`config.mk`:
```
export PLATFORM = sky130hd
export DESIGN_NAME = ltx_fault_ctrl
export DESIGN_NICKNAME = d
export VERILOG_FILES = /design/src/rtl/ltx_pkg.sv /design/src/rtl/ltx_sync.sv /design/src/rtl/ltx_pulse_qual.sv /design/src/rtl/ltx_timer.sv /design/src/rtl/ltx_fsm.sv /design/src/rtl/ltx_fault_ctrl.sv
export SDC_FILE = /design/constraint.sdc
export NUM_CORES = 1
export LEC_CHECK = 0
export CORE_UTILIZATION = 55
export CTS_BUF_LIST = sky130_fd_sc_hd__clkbuf_2 sky130_fd_sc_hd__clkbuf_4 sky130_fd_sc_hd__clkbuf_8
export DETAILED_ROUTE_END_ITERATION = 8
export PLACE_DENSITY_LB_ADDON = 0.05
export SLEW_MARGIN = 20
export SYNTH_ARGS = -nofsm -noshare
export SYNTH_HDL_FRONTEND = slang
export SYNTH_SLANG_ARGS = --single-unit
export TNS_END_PERCENT = 100
```
`constraint.sdc`:
```
create_clock -name clk -period 5.5 [get_ports clk]
set_input_delay 0.825 -clock clk [delete_from_list [all_inputs] [get_ports clk]]
set_output_delay 0.825 -clock clk [all_outputs]
set_load 0.01 [all_outputs]
```
`src/rtl/ltx_pkg.sv`:
```
package ltx_pkg;

    typedef enum logic [2:0] {
        ST_OFF   = 3'd0,
        ST_BOOT  = 3'd1,
        ST_RUN   = 3'd2,
        ST_HOLD  = 3'd3,
        ST_TRIP  = 3'd4,
        ST_RETRY = 3'd5
    } ltx_state_e;

    typedef struct packed {
        logic pwr;
        logic dis;
        logic flt;
    } ltx_in_t;

    // microseconds to clock cycles, rounded up, at least one cycle
    function automatic int unsigned us_to_cycles(input int unsigned khz,
                                                 input int unsigned us);
        longint unsigned prod;
        longint unsigned cyc;
        prod = longint'(khz) * longint'(us);
        cyc  = (prod + 64'd999) / 64'd1000;
        if (cyc == 64'd0) cyc = 64'd1;
        return int'(cyc);
    endfunction

    function automatic logic laser_allowed(input ltx_state_e s);
        return (s == ST_RUN) || (s == ST_RETRY);
    endfunction

    function automatic logic timed_state(input ltx_state_e s);
        return (s == ST_BOOT) || (s == ST_RETRY);
    endfunction

endpackage

```
`src/rtl/ltx_sync.sv`:
```
module ltx_sync #(
    parameter int          W       = 3,
    parameter int          STAGES  = 2,
    parameter logic [W-1:0] RST_VAL = '0
) (
    input  logic         clk,
    input  logic         rst,
    input  logic [W-1:0] d,
    output logic [W-1:0] q
);
    logic [W-1:0] pipe [STAGES];

    always_ff @(posedge clk) begin
        if (rst) begin
            for (int i = 0; i < STAGES; i++) pipe[i] <= RST_VAL;
        end else begin
            pipe[0] <= d;
            for (int i = 1; i < STAGES; i++) pipe[i] <= pipe[i-1];
        end
    end

    assign q = pipe[STAGES-1];
endmodule

```
`src/rtl/ltx_pulse_qual.sv`:
```
module ltx_pulse_qual #(
    parameter int MIN_CYC = 10
) (
    input  logic clk,
    input  logic rst,
    input  logic lvl,
    output logic accept
);
    localparam int CW = $clog2(MIN_CYC + 1);
    localparam logic [CW-1:0] MINV = CW'(MIN_CYC);

    logic [CW-1:0] width_q;
    logic          lvl_d;

    always_ff @(posedge clk) begin
        if (rst) begin
            width_q <= '0;
            lvl_d   <= 1'b1;
        end else begin
            lvl_d <= lvl;
            if (!lvl)
                width_q <= '0;
            else if (width_q != MINV)
                width_q <= width_q + 1'b1;
        end
    end

    // falling edge of a pulse that lasted at least MIN_CYC cycles
    assign accept = lvl_d && !lvl && (width_q == MINV);
endmodule

```
`src/rtl/ltx_timer.sv`:
```
module ltx_timer #(
    parameter int CW = 8
) (
    input  logic          clk,
    input  logic          rst,
    input  logic          load,
    input  logic [CW-1:0] load_val,
    output logic          expired
);
    logic [CW-1:0] cnt_q;

    always_ff @(posedge clk) begin
        if (rst)
            cnt_q <= '0;
        else if (load)
            cnt_q <= load_val;
        else if (cnt_q != '0)
            cnt_q <= cnt_q - 1'b1;
    end

    assign expired = (cnt_q == '0);
endmodule

```
`src/rtl/ltx_fsm.sv`:
```
module ltx_fsm
    import ltx_pkg::*;
#(
    parameter int unsigned INIT_CYC = 40,
    parameter int          TW       = 6
) (
    input  logic          clk,
    input  logic          rst,
    input  ltx_in_t       in_s,
    input  logic          tog,
    input  logic          tmr_done,
    output logic          tmr_load,
    output logic [TW-1:0] tmr_val,
    output logic          laser_on,
    output logic          fault,
    output logic [1:0]    stat
);
    localparam logic [TW-1:0] INIT_LOAD = TW'(INIT_CYC - 1);

    ltx_state_e state_q, state_n;
    logic [1:0] stat_q;

    always_comb begin
        state_n = state_q;
        if (!in_s.pwr) begin
            state_n = ST_OFF;
        end else begin
            unique case (state_q)
                ST_OFF:   state_n = ST_BOOT;
                ST_BOOT:  if (tmr_done) state_n = in_s.dis ? ST_HOLD : ST_RUN;
                ST_RUN: begin
                    if (in_s.dis)      state_n = ST_HOLD;
                    else if (in_s.flt) state_n = ST_TRIP;
                end
                ST_HOLD:  if (!in_s.dis) state_n = ST_RUN;
                ST_TRIP:  if (tog) state_n = ST_RETRY;
                ST_RETRY: begin
                    if (in_s.dis)      state_n = ST_HOLD;
                    else if (in_s.flt) state_n = ST_TRIP;
                    else if (tmr_done) state_n = ST_RUN;
                end
                default:  state_n = ST_OFF;
            endcase
        end
    end

    // per-state timeout: the timer is reloaded on entry to a timed state
    always_comb begin
        tmr_load = (state_n != state_q) && timed_state(state_n);
        tmr_val  = timed_state(state_n) ? INIT_LOAD : '0;
    end

    always_ff @(posedge clk) begin
        if (rst) begin
            state_q <= ST_OFF;
            stat_q  <= 2'b00;
        end else begin
            state_q <= state_n;
            stat_q  <= {state_q == ST_TRIP, in_s.dis};
        end
    end

    assign laser_on = laser_allowed(state_q);
    assign fault    = (state_q == ST_TRIP);
    assign stat     = stat_q;
endmodule

```
`src/rtl/ltx_fault_ctrl.sv`:
```
module ltx_fault_ctrl
    import ltx_pkg::*;
#(
    parameter int unsigned CLK_KHZ     = 100000,
    parameter int unsigned INIT_US     = 300000,
    parameter int unsigned DIS_MIN_US  = 10,
    parameter int          SYNC_STAGES = 2
) (
    input  logic       clk,
    input  logic       rst,
    input  logic       pwr_ok_i,
    input  logic       host_dis_i,
    input  logic       drv_fault_i,
    output logic       laser_on_o,
    output logic       fault_o,
    output logic [1:0] stat_o
);
    localparam int unsigned INIT_CYC = us_to_cycles(CLK_KHZ, INIT_US);
    localparam int unsigned DMIN_CYC = us_to_cycles(CLK_KHZ, DIS_MIN_US);
    localparam int          TW       = $clog2(INIT_CYC + 1);

    ltx_in_t       in_raw, in_s;
    logic          pwr_s, dis_s, flt_s;
    logic          tog;
    logic          tmr_done, tmr_load;
    logic [TW-1:0] tmr_val;

    assign in_raw = '{pwr: pwr_ok_i, dis: host_dis_i, flt: drv_fault_i};

    // disable resets high so the laser starts dark
    ltx_sync #(.W(3), .STAGES(SYNC_STAGES), .RST_VAL(3'b010)) u_sync (
        .clk (clk),
        .rst (rst),
        .d   (in_raw),
        .q   (in_s)
    );

    assign pwr_s = in_s.pwr;
    assign dis_s = in_s.dis;
    assign flt_s = in_s.flt;

    ltx_pulse_qual #(.MIN_CYC(int'(DMIN_CYC))) u_qual (
        .clk    (clk),
        .rst    (rst),
        .lvl    (dis_s),
        .accept (tog)
    );

    ltx_timer #(.CW(TW)) u_tmr (
        .clk      (clk),
        .rst      (rst),
        .load     (tmr_load),
        .load_val (tmr_val),
        .expired  (tmr_done)
    );

    ltx_fsm #(.INIT_CYC(INIT_CYC), .TW(TW)) u_fsm (
        .clk      (clk),
        .rst      (rst),
        .in_s     (in_s),
        .tog      (tog),
        .tmr_done (tmr_done),
        .tmr_load (tmr_load),
        .tmr_val  (tmr_val),
        .laser_on (laser_on_o),
        .fault    (fault_o),
        .stat     (stat_o)
    );
endmodule

```
==> impl_metrics.py <==
metrics = {
    "setup_path": {
        "regToRegSetupSlack_ps": 2660,
        "cp-start-kind": "flop",
        "crit_required_ps": 5660,
        "crit_fanout": 11,
        "critical_path_class": "reg2reg",
        "rr_startpoint": "u_tmr.cnt_q[15]$_SDFFE_PP0P_",
        "crit_path_end_kind": "flop",
        "regToRegEndpoint": "u_tmr.cnt_q[11]$_SDFFE_PP0P_",
        "ff2ff_path_depth": 6,
        "cp.arrival_ps": 3000,
    },
    "timing": {
        "period_needed_ps": 2840,
        "finalHoldWorstSlack_ps": 411,
        "slew_viol_final": 0,
        "setup_viol": 0,
        "fin_crit_sh": 0.517,
        "hold_violations": 0,
        "tns_ps": 0,
        "max_freq_mhz": 352,
        "grt_setup_unrepaired": "false",
        "tightest_slew_ps": 821,
        "fin_skew_ps": 3.89,
        "slew_headroom": 0.449,
    },
    "drt": {
        "vias": 1695,
        "drt_wl_total_um": 3880,
        "drtIter0Drc": 110,
        "postRouteAntennaNets": 0,
        "dr_wl_met2_um": 1740,
        "top_layer": "met4",
        "wl_met3_um": 109,
        "drt_drc_violations_left": 0,
        "via_per_inst": 5.65,
        "post_drt_wl_per_cell_um": 12.9,
        "dr.pass1.iters": 4,
        "met1_length_um": 1980,
    },
    "synth": {
        "async_flop_share": 0,
        "syn_nets": 256,
        "syn_area_per_cell_um2": 9.10,
        "ys_ff_latch": 47,
        "ys_warn_count": 0,
        "yosysSeqAreaShare": 0.417,
        "synth_cells": 248,
        "synth_cell_types": 46,
        "syn_area_um2": 2260,
        "synth-edff-count": 0,
        "postSynth.topFlopCell": "dfxtp_1",
    },
    "power": {
        "finalPower_mw": 1.21,
        "pwr-share-clk": 0.189,
        "p_int_mw": 0.751,
        "power_density_nw_per_um2": 497,
        "p_seq_frac": 0.407,
        "p_sw_frac": 0.381,
        "comb_power_share": 0.404,
        "p_sw_mw": 0.462,
        "leakagePower_nw": 0.819,
        "ir_worst_vdd_mv": 0.312,
    },
    "cells_and_area": {
        "final_core_util": 0.643,
        "antennaDiodeCount": 0,
        "layout-drive-gt1-share": 0.155,
        "fin_nets": 259,
        "synthToLayoutAreaGrowth_pct": 8.21,
        "layout.cells.non_filler": 300,
    },
    "cts": {
        "htreeDepth": 2,
        "clk_path_buf_depth": 2,
        "cts_tree": "yes",
        "root_buffer": "clkbuf_8",
        "worstSkewPairLatency_ps": 290,
        "cts.repair.resized": 0,
        "clkSlewWorstSetupHoldPaths_ps": 80,
        "holdBufCountCts": 0,
        "cts_sinks": 47,
        "post-cts-setup-buffers": 0,
        "cts_inserted_buffers": 5,
    },
    "job": {
        "max-cap-violations": 0,
    },
    "global_route": {
        "track_usage": 0.202,
        "grt_overflow": 0,
        "antenna_found_initial": 0,
        "grt_pass1_vias": 1564,
        "grt_pass1_wl_um": 6730,
        "grt_max_degree": 19,
    },
    "worst_hold_path": {
        "hold_path_class": "reg2reg",
        "whs_endpoint": "u_sync.pipe[0][4]$_SDFF_PP1_",
        "holdPathStages": 1,
        "hold_start": "u_sync.pipe[0][1]$_SDFF_PP1_",
    },
    "floorplan": {
        "fp.dieW_um": 66.0,
        "num_rows": 22,
        "io_pins": 9,
        "core_um2": 3800,
        "fp.dieArea_um2": 4360,
        "fp.dieH_um": 66.0,
        "start_util": 0.594,
    },
    "placement": {
        "port_buffers": 8,
        "dp_cells": 292,
        "dp_hpwl_um": 2660,
        "gp_congestion": 0.723,
    },
    "status": {
        "status": "complete, no violations",
    },
}
-- kinds of logic (layout without fill, tap and decap cells) --
logic type                 count (synthesis)  in the layout  synth area share
AOI/OAI and AO/OA                         44             44             0.134
xor gates and xnor gates                  27             27             0.105
adders and majority gates                  3              3            0.0166
buffers and inverters                     20             24            0.0410
DFF                                       47             47             0.417
muxes                                      1              1           0.00444
and+or+nand+nor                          106            106             0.282
-- metal layers --
layer,vias to the layer above,track usage
li1,874,-
met1,796,0.262
met2,20,0.325
met3,5,0.0414
met4,0,0.0798
met5,-,0
-- flip-flops by register name (all words and copies together) (netlist names) --
| name | flops |
|---|---|
| u_qual.width_q | 10 |
| u_fsm.state_q | 3 |
| u_sync.pipe | 6 |
| u_qual.lvl_d | 1 |
| u_tmr.cnt_q | 25 |
| u_fsm.stat | 2 |
-- worst max-delay path, cell delays in order, from the launching register on --
cell	delay [ps]
dfxtp_1	360
or4_4	560
or4_1	640
o21ai_1	710
nor3_1	150
xnor2_1	240
nor3_2	50
-- how the worst max path moves through the flow --
| stage | startpoint | to | depth (start not counted) |
|---|---|---|---|
| after CTS | u_tmr.cnt_q[15]$_SDFFE_PP0P_ | u_tmr.cnt_q[9]$_SDFFE_PP0P_ | 6 |
| after global placement | u_tmr.cnt_q[15]$_SDFFE_PP0P_ | u_tmr.cnt_q[5]$_SDFFE_PP0P_ | 6 |
| after global routing | u_tmr.cnt_q[15]$_SDFFE_PP0P_ | u_tmr.cnt_q[21]$_SDFFE_PP0P_ | 6 |
| after floorplan | u_tmr.cnt_q[15]$_SDFFE_PP0P_ | u_tmr.cnt_q[10]$_SDFFE_PP0P_ | 8 |
| after detailed placement | rst | u_qual.width_q[3]$_SDFFE_PP0P_ | 4 |
| final | u_tmr.cnt_q[15]$_SDFFE_PP0P_ | u_tmr.cnt_q[11]$_SDFFE_PP0P_ | 6 |
-- layout by cell type, fill, tap and decap left out, types with 4 or more instances in the layout --
cell type / count
dfxtp_1: 47
xnor2_1: 20
nor2_1: 16
nor3_1: 14
a21oi_1: 14
nand2_1: 11
nor4_1: 10
a21oi_2: 10
nor3_2: 8
clkdlybuf4s50_1: 8
inv_1: 7
xor2_1: 7
clkbuf_8: 7
nand2b_1: 6
o21ai_0: 6
or3_1: 6
nor2b_1: 5
nand3_1: 5
or2_2: 5
or4_1: 4
-- synth_stat cells (6+ instances only) --
cell type  instances  share of area
clkbuf_1           8          0.013
xnor2_1           20          0.078
nand2_1           11          0.018
dfxtp_1           47           0.42
nor3_1            14          0.031
xor2_1             7          0.027
a21oi_2           10          0.039
nor4_1            10          0.028
or3_1              6          0.017
nor3_2             8          0.035
o21ai_0            6          0.013
nand2b_1           6          0.017
inv_1              7          0.012
nor2_1            16          0.027
a21oi_1           14          0.031
-- power by group through the flow --
stage	combinational, mW	clock (mW)	sequential (mW)
final	0.490	0.229	0.494
after global routing	0.544	0.252	0.506
after CTS	0.491	0.239	0.493
after detailed placement	0.486	0	0.499
after global placement	0.483	0	0.497
after floorplan	0.427	0	0.481
-- area by class of cell --
cell class | instances | area, µm²
Fill cell | 318 | 1360
Multi-Input combinational cell | 181 | 1220
Sequential cell | 47 | 941
Clock buffer | 8 | 104
Timing Repair Buffer | 9 | 87.6
Tap cell | 48 | 60.1
Inverter | 7 | 26.3
-- metrics by stage --
stage                     setup WS [ps]  area, µm²
final                              2660       2440
after global routing               2490       2440
after CTS                          2630       2440
after detailed placement           2620       2340
after global placement             2670       2340
after floorplan                    3020       2260
(Power assumes the default switching activity.)
